**src/rtl/sio_win_pkg.sv**
```systemverilog
package sio_win_pkg;

   // Local register indices
   typedef enum logic {
      LREG_BASE = 1'b0,
      LREG_MON  = 1'b1
   } lreg_e;

   // Byte-lane width of an access
   typedef enum logic [1:0] {
      XFER_NONE = 2'd0,
      XFER_HI   = 2'd1,
      XFER_LO   = 2'd2,
      XFER_DBL  = 2'd3
   } xfer_e;

   function automatic xfer_e xfer_kind(input logic ds_hi, input logic ds_lo);
      xfer_e k;
      case ({ds_hi, ds_lo})
         2'b11:   k = XFER_DBL;
         2'b10:   k = XFER_HI;
         2'b01:   k = XFER_LO;
         default: k = XFER_NONE;
      endcase
      return k;
   endfunction

endpackage

```
**src/rtl/sio_lreg.sv**
```systemverilog
module sio_lreg
   import sio_win_pkg::*;
#(
   parameter int BASE_W = 4,
   parameter int ID_W   = 4,
   parameter logic [ID_W-1:0] ID_VALUE = 4'b0001,
   localparam int LDW = ID_W + BASE_W
) (
   input  logic              clk,
   input  logic              rst_n,
   input  logic              we,
   input  logic              addr,
   input  logic [BASE_W-1:0] wdata,
   input  logic              mon_n,
   output logic [BASE_W-1:0] base_q,
   output logic              irq_en_q,
   output logic              rearm_wr,
   output logic [LDW-1:0]    rdata
);

   lreg_e idx;
   assign idx = lreg_e'(addr);

   always_ff @(posedge clk or negedge rst_n) begin
      if (!rst_n) begin
         base_q   <= '1;
         irq_en_q <= 1'b0;
      end else if (we) begin
         if (idx == LREG_BASE) base_q   <= wdata;
         else                  irq_en_q <= wdata[1];
      end
   end

   assign rearm_wr = we && (idx == LREG_MON) && wdata[0];

   always_comb begin
      rdata = '0;
      if (idx == LREG_BASE) rdata = {ID_VALUE, base_q};
      else                  rdata[1:0] = {irq_en_q, mon_n};
   end

endmodule

```
**src/rtl/sio_win_dec.sv**
```systemverilog
module sio_win_dec
   import sio_win_pkg::*;
#(
   parameter int AW     = 16,
   parameter int BASE_W = 4,
   parameter int SEL_W  = 3,
   localparam int BASE_LSB = SEL_W + 1,
   localparam int HI_LSB   = BASE_LSB + BASE_W
) (
   input  logic              valid,
   input  logic              sup,
   input  logic              ds_hi,
   input  logic              ds_lo,
   input  logic              wr,
   input  logic [AW-1:0]     addr,
   input  logic [BASE_W-1:0] base_q,
   output logic              win_en,
   output logic              hit,
   output logic              wr_hit,
   output logic [SEL_W-1:0]  sel
);

   logic hi_zero;
   logic base_match;
   logic lane_ok;

   assign win_en     = ~(&base_q);
   assign hi_zero    = (addr[AW-1:HI_LSB] == '0);
   assign base_match = (addr[HI_LSB-1:BASE_LSB] == base_q);
   assign lane_ok    = (xfer_kind(ds_hi, ds_lo) != XFER_NONE);

   always_comb begin
      hit    = valid && sup && lane_ok && hi_zero && base_match && win_en;
      wr_hit = hit && wr;
      sel    = hit ? addr[BASE_LSB-1:1] : '0;
   end

   // addr[0] is not part of the window decode
   logic unused_lsb;
   assign unused_lsb = addr[0];

endmodule

```
**src/rtl/sio_loc_mon.sv**
```systemverilog
module sio_loc_mon
   import sio_win_pkg::*;
#(
   parameter int AW = 16,
   parameter logic [AW-1:0] MON_ADDR = 16'h00F0
) (
   input  logic          clk,
   input  logic          rst_n,
   input  logic          valid,
   input  logic          sup,
   input  logic          ds_hi,
   input  logic          ds_lo,
   input  logic [AW-1:0] addr,
   input  logic          win_en,
   input  logic          ack,
   input  logic          rearm_wr,
   input  logic          irq_en,
   output logic          mon_n,
   output logic          uirq
);

   localparam logic [AW-1:0] MON_ODD = MON_ADDR | AW'(1);

   xfer_e kind;
   logic  trip;

   assign kind = xfer_kind(ds_hi, ds_lo);

   always_comb begin
      trip = 1'b0;
      if (valid && sup && win_en) begin
         if (addr == MON_ADDR && kind == XFER_DBL) trip = 1'b1;
         if (addr == MON_ODD  && kind == XFER_LO)  trip = 1'b1;
      end
   end

   // trip has priority over re-arm
   always_ff @(posedge clk or negedge rst_n) begin
      if (!rst_n)                mon_n <= 1'b1;
      else if (trip)             mon_n <= 1'b0;
      else if (ack || rearm_wr)  mon_n <= 1'b1;
   end

   assign uirq = !mon_n && irq_en;

endmodule

```
**src/rtl/sio_window_top.sv**
```systemverilog
module sio_window_top #(
   parameter int AW      = 16,
   parameter int BASE_W  = 4,
   parameter int SEL_W   = 3,
   parameter int ID_W    = 4,
   parameter logic [ID_W-1:0] ID_VALUE = 4'b0001,
   parameter logic [AW-1:0]   MON_ADDR = 16'h00F0,
   parameter bit  OUT_REG = 1'b0,
   localparam int LDW    = ID_W + BASE_W,
   localparam int HI_LSB = SEL_W + 1 + BASE_W
) (
   input  logic              clk,
   input  logic              rst_n,
   input  logic              acc_valid,
   input  logic [AW-1:0]     acc_addr,
   input  logic              acc_sup_sio,
   input  logic              acc_ds_hi,
   input  logic              acc_ds_lo,
   input  logic              acc_wr,
   input  logic              irq_ack,
   input  logic              loc_we,
   input  logic              loc_addr,
   input  logic [BASE_W-1:0] loc_wdata,
   output logic [LDW-1:0]    loc_rdata,
   output logic              win_hit,
   output logic              win_wr_hit,
   output logic [SEL_W-1:0]  win_sel,
   output logic              mon_n,
   output logic              uirq2
);

   generate
      if (HI_LSB >= AW) begin : g_bad_aw
         $error("address too narrow for window");
      end
      if (BASE_W < 2) begin : g_bad_base
         $error("base field must be at least 2 bits");
      end
      if (MON_ADDR[0] != 1'b0) begin : g_bad_mon
         $error("monitor address must be even");
      end
   endgenerate

   logic [BASE_W-1:0] base_q;
   logic              irq_en_q;
   logic              rearm_wr;
   logic              win_en;
   logic              d_hit;
   logic              d_wr_hit;
   logic [SEL_W-1:0]  d_sel;

   sio_lreg #(
      .BASE_W(BASE_W), .ID_W(ID_W), .ID_VALUE(ID_VALUE)
   ) u_lreg (
      .clk(clk), .rst_n(rst_n), .we(loc_we), .addr(loc_addr),
      .wdata(loc_wdata), .mon_n(mon_n), .base_q(base_q),
      .irq_en_q(irq_en_q), .rearm_wr(rearm_wr), .rdata(loc_rdata)
   );

   sio_win_dec #(
      .AW(AW), .BASE_W(BASE_W), .SEL_W(SEL_W)
   ) u_dec (
      .valid(acc_valid), .sup(acc_sup_sio), .ds_hi(acc_ds_hi),
      .ds_lo(acc_ds_lo), .wr(acc_wr), .addr(acc_addr), .base_q(base_q),
      .win_en(win_en), .hit(d_hit), .wr_hit(d_wr_hit), .sel(d_sel)
   );

   sio_loc_mon #(
      .AW(AW), .MON_ADDR(MON_ADDR)
   ) u_mon (
      .clk(clk), .rst_n(rst_n), .valid(acc_valid), .sup(acc_sup_sio),
      .ds_hi(acc_ds_hi), .ds_lo(acc_ds_lo), .addr(acc_addr),
      .win_en(win_en), .ack(irq_ack), .rearm_wr(rearm_wr),
      .irq_en(irq_en_q), .mon_n(mon_n), .uirq(uirq2)
   );

   generate
      if (OUT_REG) begin : g_reg_out
         always_ff @(posedge clk or negedge rst_n) begin
            if (!rst_n) begin
               win_hit    <= 1'b0;
               win_wr_hit <= 1'b0;
               win_sel    <= '0;
            end else begin
               win_hit    <= d_hit;
               win_wr_hit <= d_wr_hit;
               win_sel    <= d_sel;
            end
         end
      end else begin : g_comb_out
         assign win_hit    = d_hit;
         assign win_wr_hit = d_wr_hit;
         assign win_sel    = d_sel;
      end
   endgenerate

endmodule

```
**config.mk**
```make
export PLATFORM = sky130hd
export DESIGN_NAME = sio_window_top
export DESIGN_NICKNAME = d
export VERILOG_FILES = /design/src/rtl/sio_win_pkg.sv /design/src/rtl/sio_lreg.sv /design/src/rtl/sio_win_dec.sv /design/src/rtl/sio_loc_mon.sv /design/src/rtl/sio_window_top.sv
export SDC_FILE = /design/constraint.sdc
export NUM_CORES = 1
export LEC_CHECK = 0
export BUFFER_PORTS_ARGS = -buffer_cell sky130_fd_sc_hd__clkbuf_2
export CORE_MARGIN = 4
export CORE_UTILIZATION = 38
export DETAILED_ROUTE_END_ITERATION = 8
export PLACE_DENSITY = 0.82
export SLEW_MARGIN = 30
export SYNTH_ARGS = -nofsm -noshare
export SYNTH_HDL_FRONTEND = slang
export SYNTH_SLANG_ARGS = --single-unit
```
**constraint.sdc**
```tcl
create_clock -name clk -period 2.6 [get_ports clk]
set_input_delay 0.13 -clock clk [delete_from_list [all_inputs] [get_ports clk]]
set_output_delay 0.13 -clock clk [all_outputs]
set_load 0.005 [all_outputs]
```
# After elaboration in Yosys (flattened, before gate mapping)
# Index checks and enable logic that the tools add are counted.
dict set report totals {
  ff_bits 6
  latchBits 0
  mem_bits_rw 0
  rom_bits 0
  out_inout_bits 15
  wordCells 42
  memories 0
}
dict set report op_classes {
  n_addsub 0
  n_mul 0
  div_mod_pow 0
  magnitude_cmp 0
  eq_ne 8
  shifts 0
  muxes 9
  n_bitwise 2
  n_reduce_logical 20
}
# operator n
set op_table {}
lappend op_table {{$eq A16 B8 Y1 const B} 2}
lappend op_table {{$logic_and A1 B1 Y1} 12}
lappend op_table {{$eq A2 B2 Y1 const B} 4}
lappend op_table {{$logic_not A8 Y1} 1}
lappend op_table {{$mux W3} 2}
lappend op_table {{$pmux W2 S3} 1}
lappend op_table {{$mux W1} 5}
lappend op_table {{$eq A4 B4 Y1} 1}
lappend op_table {{$reduce_and A2 Y1} 2}
lappend op_table {{$reduce_and A4 Y1} 1}
lappend op_table {{$reduce_bool A2 Y1} 2}
lappend op_table {{$eq A2 B1 Y1 const B} 1}
lappend op_table {{$mux W2} 1}
lappend op_table {{$not A1 Y1} 2}
lappend op_table {{$logic_not A1 Y1} 1}
lappend op_table {{$logic_or A1 B1 Y1} 1}

# Depth between registers and ports, before layout
# Gate-level depths: netlist of the first run.
dict set report logic_depth {
  depth_word 8
  depth_mapped 3
}

# By module
# Synthesis of the first run repeated with hierarchy kept, for this count alone.
dict set report unflattened {
  hier_cells 49
  area_unflattened_um2 534.3
}
# mod instances cells_each area_each_um2 seq_area_each_um2
set modules_own_cells {}
lappend modules_own_cells {sio_lreg 1 22 299.0 130.1}
lappend modules_own_cells {sio_win_dec 1 16 138.9 0.0}
lappend modules_own_cells {sio_loc_mon 1 11 96.3 26.3}

# Worst setup path after synthesis of the first run
# Ideal clock, no wire load.
dict set report synth_timing {
  kind {register to output}
  start {register u_lreg.base_q[1]}
  end {output port win_sel[0]}
  t_arrival_ns 1.088
  slack_ns 1.382
  path_stages_with_launch 4
  path_buffers 0
  path_cell_list {dfstp_2 > xnor2_1 > nand3_1 > nor4_1}
}
dict set report synth_between {
  elab_chain_cells 4
}
# item line
set synth_rtl {}
lappend synth_rtl {{start: declaration} sio_lreg.sv:15} ;# output logic [BASE_W-1:0] base_q,
lappend synth_rtl {{start signal: assignment} sio_lreg.sv:29} ;# if (idx == LREG_BASE) base_q <= wdata;
lappend synth_rtl {{$eq A4 B4 Y1 / $reduce_and A4 Y1 (equally long branches)} {sio_win_dec.sv:29, sio_win_dec.sv:27}}
lappend synth_rtl {{$logic_and A1 B1 Y1 / $not A1 Y1 (equally long branches)} {sio_win_dec.sv:33, sio_win_dec.sv:27}}
lappend synth_rtl {{$logic_and A1 B1 Y1 (*)} sio_win_dec.sv:33} ;# hit = valid && sup && lane_ok && hi_zero && base_match && win_en;
lappend synth_rtl {{$mux W3 (*)} sio_win_dec.sv:35} ;# sel = hit ? addr[BASE_LSB-1:1] : '0;
lappend synth_rtl {{end: declaration} sio_window_top.sv:27} ;# output logic [SEL_W-1:0] win_sel,
# Every way passes the cells marked *; elsewhere a longest branch is shown, timed or not.

# Final worst setup path of the first run
dict set report layout_timing {
  start {register u_lreg.base_q[2]}
  end {output port win_sel[0]}
}
# Same word-level chain as after synthesis.

==> out/metrics.yaml, run 1 <==
run_status:
  status: "finished, final reports clean"
synthesis:
  yosysMostFrequentCell: "mux2_2"
  synthTopCellsByArea: "dfstp_2, mux2_2, xnor2_1"
  yosys.area.top_type: "dfstp_2"
  synth_top_area_share_pct: 26.6
  synth_ff_type: "dfstp_2"
  yosys-top-cells-count: "mux2_2, dfstp_2, inv_1"
  synth_area_per_cell_um2: 9.88
  synth-seq-area-share_pct: 31.6
  synthArstFlopShare_pct: 100
  synth_enable_flop_cells: 0
  synth-seq-cells: 6
  synth_cell_types: 22
  synthCells: 50
  synth_warnings: 0
  synth_area_um2: 494
critical_path:
  rrSetupSlack_ns: 1.51
  timing.rr.start: "u_lreg.base_q[2]"
  rr_endpoint: "u_mon.mon_n"
  critPathCaptureType: "output port"
  cp_data_required_time_ns: 2.47
  r2r_cells: 3
  cp.arrival_ns: 1.53
  crit_type: "register to output port"
  worstSetupStartpointType: "register"
  crit_fanout: 5
layout:
  antenna_cells: 0
  fill_cells: 102
  area_growth_syn_to_layout_pct: 48.4
  final_layout_size_suffix_gt1_share_pct: 62.8
  seq_area_um2: 156
  final_core_util_pct: 62.6
  multi_input_area_um2: 299
  nets: 125
placement:
  dp_slack_ns: 1.20
  dp_hpwl_um: 1290
  gp_congestion: 0.739
  portBuffers: 41
cts:
  htree_levels: 1
  cts_setup_buffers: 0
  ctsRootBufferMaster: "clkbuf_4"
  cts_tree: "yes"
  numCtsBuffers: 3
  ctsResizeCount: 0
  clockBufferDepth: 2
  clk_pin_slew_worst_paths_ns: 0.04
  clock_latency_ns: 0.25
  cts.sink_count: 6
grt:
  grt_util_all_layers_pct: 15.2
  gr-total-overflow: 0
  first_global_vias: 509
  grt_pass1_wl_um: 2180
  antenna_found_initial: 0
  grt_max_degree: 9
sta:
  fin_crit_sh_pct: 63.7
  min_period_ns: 1.66
  hold_violations: 0
  worst_slack_ns: 0.944
  tns_ns: 0
  setup_viol: 0
  rsz0062_at_grt: "no"
  drv_slew: 0
  skew_ns: 0.00397
  fmax_mhz: 604
die:
  die-area_um2: 1940
  core_um2: 1170
  die_h_um: 44.1
  die_w_um: 44.1
  rows: 12
  start_util_pct: 42.2
  ioPinCount: 45
route:
  routed-via-count: 525
  wire_per_inst_um: 13.1
  drc_errors: 0
  vias_per_cell: 4.86
  postRouteAntennaNets: 0
  routed_wl_um: 1420
  drt_iter0_drc: 3
  firstDrtPassIters: 4
power_and_ir_drop:
  p_per_area_nw_per_um2: 423
  vdd_drop_max_mv: 0.276
  power_mw: 0.310
  power.leakage_nw: 0.364
min_path:
  whs_path_depth: 2
  min_to: "u_lreg.base_q[3]"
  worstHoldStart: "loc_wdata[3]"
  hp-class: "input pin to register"
job:
  maxCapViolCount: 0
final cells by class:
class	count	area share, %
flip-flops and latches	6	21.3
repair buffers	42	29.4
clock buffers	4	3.58
inverters	5	2.56
well taps	14	2.39
multi-input cells	37	40.8
how the worst max path moves through the flow:
stage                                start    endpoint  slack [ns]  depth (start not counted)
after floorplan           u_lreg.base_q[1]  win_sel[0]        1.38                          3
after global placement    u_lreg.base_q[2]  win_sel[0]        1.24                          4
after detailed placement  u_lreg.base_q[3]  win_wr_hit        1.20                          4
after CTS                 u_lreg.base_q[2]  win_wr_hit        0.93                          4
after global routing      u_lreg.base_q[2]  win_sel[2]        0.79                          4
final                     u_lreg.base_q[2]  win_sel[0]        0.94                          4
routing by layer:
layer | GRT usage (%) | routed length [µm]
met1 | 14.7 | 471
met2 | 27.9 | 749
met3 | 6.91 | 194
met4 | 5.42 | 0
met5 | 0 | 0
cell families after synthesis:
| logic type | after synthesis | synth area share, % |
|---|---|---|
| XOR/XNOR | 5 | 8.86 |
| multiplexers | 7 | 16.0 |
| AND/OR/NAND/NOR | 19 | 28.6 |
| other | 1 | 0.759 |
| flip-flops | 6 | 31.6 |
| buffers and inverters | 9 | 9.37 |
| AO/OA/AOI/OAI | 3 | 4.81 |
worst max-delay path, stage by stage, from the launching register on:
cell and delay (ns):
dfstp_2 0.56, xnor2_1 0.12, nand3_1 0.17, nor4_1 0.26
clkbuf_2 0.16
through the flow:
step	instance area (µm²)	hold slack (ns)	cells
finish	733	0.119	108
global route	733	0.132	108
CTS	733	0.108	108
detailed placement	697	-0.0371	103
global placement	697	-0.0426	103
floorplan	502	-0.166	52
flip-flops by register name (all words and copies together) (netlist names):
signal	flops
u_lreg.base_q	4
u_lreg.irq_en_q	1
u_mon.mon_n	1
placed cells by master (no fill, tap or decap), types with 2 or more instances in the layout:
| cell | n |
|---|---|
| nor2b_1 | 4 |
| clkbuf_2 | 41 |
| conb_1 | 3 |
| nor4_1 | 4 |
| mux2_2 | 7 |
| xnor2_1 | 4 |
| clkbuf_4 | 3 |
| nand4_1 | 3 |
| inv_1 | 5 |
| nor2_1 | 2 |
| dfstp_2 | 5 |
what timing repair did:
action,in CTS,in global routing
endpoints found under the setup margin,0,0
hold buffers,1,0
endpoints found under the hold margin,6,0
where the power goes:
| part | total, mW | internal [mW] | switching (mW) |
|---|---|---|---|
| Sequential | 0.126 | 0.113 | 0.0135 |
| Clock | 0.0941 | 0.0583 | 0.0359 |
| Combinational | 0.0899 | 0.0513 | 0.0386 |
| Total | 0.310 | 0.222 | 0.0880 |
No activity file was read; power rests on OpenSTA's default activity.
==> run 2, diff against run 1 <==
Settings changed: CORE_UTILIZATION 38 to 35, PLACE_DENSITY 0.82 to 0.76.
Clock period 2.6 ns to 1.6 ns, I/O delays scaled along.
==> out/metrics.yaml, run 2 (synthesis results as in run 1) <==
layout:
  final_cell_area_um2: 818  # +12%
  layout_common_cells: "clkbuf_2, mux2_2, inv_1, dfstp_2, nor2b_1"
  antenna_cells: 0  # unchanged
  final_common_cell: "clkbuf_2"
  reg_top3: "u_lreg.base_q x4, u_lreg.irq_en_q x1, u_mon.mon_n x1"
  final_layout_size_suffix_gt1_share_pct: 71.3  # +8.5 points
  final_core_util_pct: 62.1  # -0.50 points
  area_growth_syn_to_layout_pct: 65.6
  largest_reg_flops: 4  # unchanged
  regMostFlops: "u_lreg.base_q"
  nets: 125  # unchanged
sta:
  fmax_mhz: 632
  tns_ns: 0  # unchanged
  drv_slew: 0  # unchanged
  worst_slack_ns: 0.0178  # -0.926 ns
  rsz0062_at_grt: "yes"
  fin_crit_sh_pct: 98.9
  skew_ns: 0.00609  # +0.00212 ns
  min_period_ns: 1.58
  hold_violations: 0  # unchanged
  setup_viol: 0  # unchanged
power_and_ir_drop:
  pwr-share-clk_pct: 28.0  # -2.3 points
  p_sw_mw: 0.168  # +91%
  power.leakage_nw: 0.406  # +11%
  p_per_area_nw_per_um2: 664  # +57%
  netSwitchingFraction_pct: 31.0  # +2.6 points
  vdd_drop_max_mv: 0.495  # +79%
  p_comb_share_pct: 33.8  # +4.8 points
  pwr-share-seq_pct: 38.3  # -2.4 points
  p_int_mw: 0.375  # +69%
route:
  firstDrtPassIters: 1  # -3
  routed-via-count: 529  # +0.76%
  vias_per_cell: 4.85  # -0.16%
  drt_iter0_drc: 0  # -3
  drc_errors: 0  # unchanged
  wire_per_inst_um: 12.3  # -6.0%
  routed_wl_um: 1340  # -5.2%
  postRouteAntennaNets: 0  # unchanged
placement:
  gp_congestion: 0.726  # -1.7%
  dp_slack_ns: 0.220  # -0.982 ns
  portBuffers: 41  # unchanged
  dpl_cell_area_um2: 698  # +0.18%
critical_path:
  crit_fanout: 5  # unchanged
  cp_data_required_time_ns: 1.52  # -0.95 ns
  worstSetupStartpointType: "register"
  crit_type: "register to output port"
  cp.arrival_ns: 1.50  # -0.03 ns
  critPathCaptureType: "output port"
  r2r_cells: 3  # unchanged
grt:
  grt_util_all_layers_pct: 14.3  # -0.93 points
  grt_pass1_wl_um: 2110  # -3.2%
  antenna_found_initial: 0  # unchanged
  gr-total-overflow: 0  # unchanged
  grt_max_degree: 9  # unchanged
  first_global_vias: 519  # +2.0%
die:
  ioPinCount: 45  # unchanged
  rows: 13  # +1
  die_w_um: 45.6  # +3.4%
  start_util_pct: 37.5  # -4.7 points
  core_um2: 1320  # +13%
  die_h_um: 45.6  # +3.4%
  die-area_um2: 2080  # +7.0%
min_path:
  hp-class: "input pin to register"
  whs_path_depth: 2  # unchanged
cts:
  cts.sink_count: 6  # unchanged
  ctsRootBufferMaster: "clkbuf_4"
  clk_pin_slew_worst_paths_ns: 0.05  # about the same
  clockBufferDepth: 2  # unchanged
  clock_latency_ns: 0.25  # about the same
  numCtsBuffers: 3  # unchanged
  htree_levels: 1  # unchanged
  cts_setup_buffers: 0  # unchanged
  cts_tree: "yes"
run_status:
  status: "finished, final reports clean"
job:
  maxCapViolCount: 0  # unchanged
## run 2: area by class of cell
class / instances / area, µm²
fill: 131 / 499
sequential: 6 / 156
multi-input combinational: 37 / 383
timing repair buffer: 42 / 215
inverter: 5 / 18.8
clock buffer: 4 / 26.3
tap: 15 / 18.8
## run 2: final timing paths
| path | from | endpoint | slack (ns) |
|---|---|---|---|
| worst min register to register | u_lreg.irq_en_q | u_lreg.irq_en_q | 0.52 |
| worst max register to register | u_lreg.base_q[3] | u_mon.mon_n | 0.43 |
| worst max-delay path | u_lreg.base_q[3] | win_wr_hit | 0.02 |
| max in group asynchronous | rst_n | u_mon.mon_n | 1.17 |
| worst min-delay path | loc_wdata[3] | u_lreg.base_q[3] | 0.07 |
| min in group asynchronous | rst_n | u_lreg.irq_en_q | 0.20 |
## run 2: worst max-delay path, cell delays in order (launching register included)
cell      delay [ns]
dfstp_2         0.57
xnor2_2         0.14
nand3_4         0.15
nor4_1          0.24
clkbuf_2        0.16
## run 2: power groups by stage
stage	sequential, mW	clock [mW]	combinational (mW)
finish	0.208	0.152	0.184
global route	0.211	0.165	0.202
CTS	0.205	0.161	0.159
detailed placement	0.206	0	0.144
global placement	0.204	0	0.141
floorplan	0.199	0	0.0850
## run 2: per-layer routing
| layer | vias up | part of all wire (%) | wire, µm | GRT usage, % |
|---|---|---|---|---|
| met4 | 0 | 0 | 0 | 3.51 |
| li1 | 261 | - | - | - |
| met3 | 0 | 11 | 147 | 5.14 |
| met1 | 244 | 34 | 456 | 14.4 |
| met2 | 24 | 55 | 738 | 27.0 |
| met5 | - | 0 | 0 | 0 |
## run 2: per-stage QoR
stage / hold WS (ns) / power, mW / std cells
final: 0.0674 / 0.543 / 109
after global routing: 0.0703 / 0.579 / 109
after CTS: 0.0584 / 0.525 / 109
after detailed placement: -0.0874 / 0.349 / 104
after global placement: -0.0918 / 0.345 / 104
after floorplan: -0.216 / 0.284 / 52
## run 2: repair_timing
item,4_1_cts,5_1_grt
hold endpoints to repair,6,0
cloned,0,0
resized for setup,5,10
setup endpoints to repair,4,5
hold buffers,1,0
pin swaps,0,1
==> run 3, diff against run 2 <==
Settings changed: ABC_AREA from default to 1, CORE_UTILIZATION 35 to 38, PLACE_DENSITY 0.76 to 0.78.
==> out/metrics.yaml, run 3 <==
cts:
  cts_tree: "yes"
  htree_levels: 1  # unchanged
  clk_pin_slew_worst_paths_ns: 0.04  # about the same
  clockBufferDepth: 2  # unchanged
  ctsHoldBuffers: 1  # unchanged
  ctsResizeCount: 0  # -5
  numCtsBuffers: 3  # unchanged
  ctsRootBufferMaster: "clkbuf_4"
  cts.sink_count: 6  # unchanged
  clock_latency_ns: 0.25  # about the same
  cts_setup_buffers: 0  # unchanged
sta:
  setup_viol: 0  # unchanged
  fmax_mhz: 681  # +7.7%
  drv_slew: 0  # unchanged
  tns_ns: 0  # unchanged
  rsz0062_at_grt: "no"
  hold_violations: 0  # unchanged
  min_period_ns: 1.47  # -0.114 ns
  worst_slack_ns: 0.132  # +0.114 ns
  skew_ns: 0.00639  # +0.000297 ns
  fin_crit_sh_pct: 91.8  # -7.1 points
synthesis:
  yosys-top-cells-count: "nand2_1, nor2_1, inv_1, dfstp_2, nand3_1"
  yosysMostFrequentCell: "nand2_1"
  synth_top_area_share_pct: 22.8  # -3.8 points
  synth_area_um2: 577  # +17%
  synth_cell_types: 20  # -9.1%
  synth-seq-cells: 6  # unchanged
  synthTopCellsByArea: "dfstp_2, nand2_1, nor2_1"
  synthArstFlopShare_pct: 100  # unchanged
  synth_area_per_cell_um2: 5.95  # -40%
  synth_enable_flop_cells: 0  # unchanged
  yosys.area.top_type: "dfstp_2"
  synth_warnings: 0  # unchanged
  synth_ff_type: "dfstp_2"
  synthCells: 97  # +94%
  synth-seq-area-share_pct: 27.1  # -4.5 points
die:
  rows: 13  # unchanged
  die_w_um: 47.0  # +3.0%
  die_h_um: 47.0  # +3.0%
  start_util_pct: 42.2  # +4.7 points
  ioPinCount: 45  # unchanged
  die-area_um2: 2210  # +6.2%
  core_um2: 1370  # +3.7%
power_and_ir_drop:
  pwr-share-clk_pct: 30.8  # +2.8 points
  pwr-share-seq_pct: 40.0  # +1.7 points
  power.leakage_nw: 0.509  # +25%
  p_sw_mw: 0.146  # -13%
  p_int_mw: 0.345  # -8.0%
  power_mw: 0.491  # -9.6%
  p_per_area_nw_per_um2: 606  # -8.7%
  netSwitchingFraction_pct: 29.8  # -1.2 points
  p_comb_share_pct: 29.2  # -4.6 points
  vdd_drop_max_mv: 0.426  # -14%
layout:
  multi_input_area_um2: 318  # -17%
  nets: 172  # +38%
  area_growth_syn_to_layout_pct: 40.6
  largest_reg_flops: 4  # unchanged
  final_layout_size_suffix_gt1_share_pct: 39.7  # -32 points
  fill_cells: 136  # +3.8%
  layout_common_cells: "clkbuf_2, nand2_1, nor2_1, inv_1, dfstp_2"
  regMostFlops: "u_lreg.base_q"
  reg_top3: "u_lreg.base_q x4, u_lreg.irq_en_q x1, u_mon.mon_n x1"
  seq_area_um2: 156  # unchanged
  final_common_cell: "clkbuf_2"
  antenna_cells: 0  # unchanged
route:
  drc_errors: 0  # unchanged
  vias_per_cell: 4.43  # -8.7%
  postRouteAntennaNets: 0  # unchanged
  firstDrtPassIters: 4  # +3
  drt_iter0_drc: 7  # +7
  wire_per_inst_um: 8.76  # -29%
  routed-via-count: 691  # +31%
  routed_wl_um: 1370  # +1.9%
critical_path:
  cp_data_required_time_ns: 1.52  # about the same
  cp.arrival_ns: 1.39  # -0.11 ns
  crit_fanout: 5  # unchanged
  critPathCaptureType: "output port"
  worstSetupStartpointType: "register"
  crit_type: "register to output port"
placement:
  gp_congestion: 0.769  # +5.9%
  dp_slack_ns: 0.370  # +0.150 ns
  portBuffers: 41  # unchanged
  dp_hpwl_um: 1230
grt:
  grt_max_degree: 10  # +1
  grt_pass1_wl_um: 2100  # -0.33%
  grt_util_all_layers_pct: 13.2  # -1.1 points
  first_global_vias: 567  # +9.2%
  antenna_found_initial: 0  # unchanged
  gr-total-overflow: 0  # unchanged
run_status:
  status: "finished, final reports clean"
min_path:
  hp-class: "input pin to register"
job:
  maxCapViolCount: 0  # unchanged
==> run 3: cell types whose count changed in the layout (fill, tap and decap cells not counted), moves of 4 or more <==
cell | previous run | this run
nand3_1 | 0 | 4
mux2_2 | 7 | 0
inv_1 | 5 | 17
nor2b_1 | 4 | 0
nor2_1 | 2 | 22
nand2_1 | 1 | 26
==> run 3: power by group through the flow <==
stage | clock network, mW | logic [mW] | registers, mW
2_1_floorplan | 0 | 0.0879 | 0.193
3_3_place_gp | 0 | 0.141 | 0.196
5_1_grt | 0.166 | 0.165 | 0.200
4_1_cts | 0.161 | 0.146 | 0.196
6_report | 0.151 | 0.144 | 0.196
3_5_place_dp | 0 | 0.144 | 0.198
==> run 3: kinds of logic (layout without fill, tap and decap cells) <==
group / after synthesis / after routing / share of synthesized area (%)
AND/OR/NAND/NOR: 58 / 58 / 42.1
buffers and inverters: 23 / 65 / 19.1
AO/OA/AOI/OAI: 6 / 6 / 5.42
flip-flops: 6 / 6 / 27.1
XOR/XNOR: 2 / 2 / 3.04
other: 1 / 3 / 0.650
multiplexers: 1 / 1 / 2.60
==> run 3: critical path, cell delays in order, from the launching register on <==
cell      delay (ns)
dfstp_2         0.56
xnor2_1         0.12
nand2_1         0.08
nor2_2          0.09
nand2_2         0.08
nor2_1          0.10
clkbuf_2        0.12
==> run 3: area by class of cell <==
class | instances | share of cell area [%]
Clock buffer | 4 | 3.24
Inverter | 19 | 9.41
Tap cell | 15 | 2.31
Timing Repair Buffer | 42 | 26.5
Sequential cell | 6 | 19.3
Multi-Input combinational cell | 70 | 39.2
==> run 3: layer usage <==
metal  part of all wire (%)  global-route usage, %  up-vias
li1                       -                      -      369
met1                     39                   14.4      290
met2                     47                   24.1       32
met3                     14                   2.30        0
met4                      0                   6.63        0
met5                      0                      0        -
==> run 3: path summary, 6_finish.rpt <==
path | slack, ns | cells after the start | from | to
max in group asynchronous | 1.17 | 2 | rst_n | u_lreg.base_q[2]
worst min-delay path | 0.06 | 3 | loc_wdata[2] | u_lreg.base_q[2]
worst min register to register | 0.50 | 2 | u_lreg.base_q[2] | u_lreg.base_q[2]
min in group asynchronous | 0.19 | 2 | rst_n | u_lreg.irq_en_q
worst max-delay path | 0.13 | 6 | u_lreg.base_q[0] | win_sel[0]
worst max register to register | 0.64 | 4 | u_lreg.base_q[1] | u_mon.mon_n
==> run 3: stage by stage <==
step	instance area, µm²	hold slack [ns]	std cells	util [%]
final	811	0.0580	156	59.3
after global routing	811	0.0762	156	59.3
after CTS	811	0.0538	156	59.3
after detailed placement	774	-0.0853	151	56.7
after global placement	774	-0.0894	151	56.7
after floorplan	584	-0.216	99	-
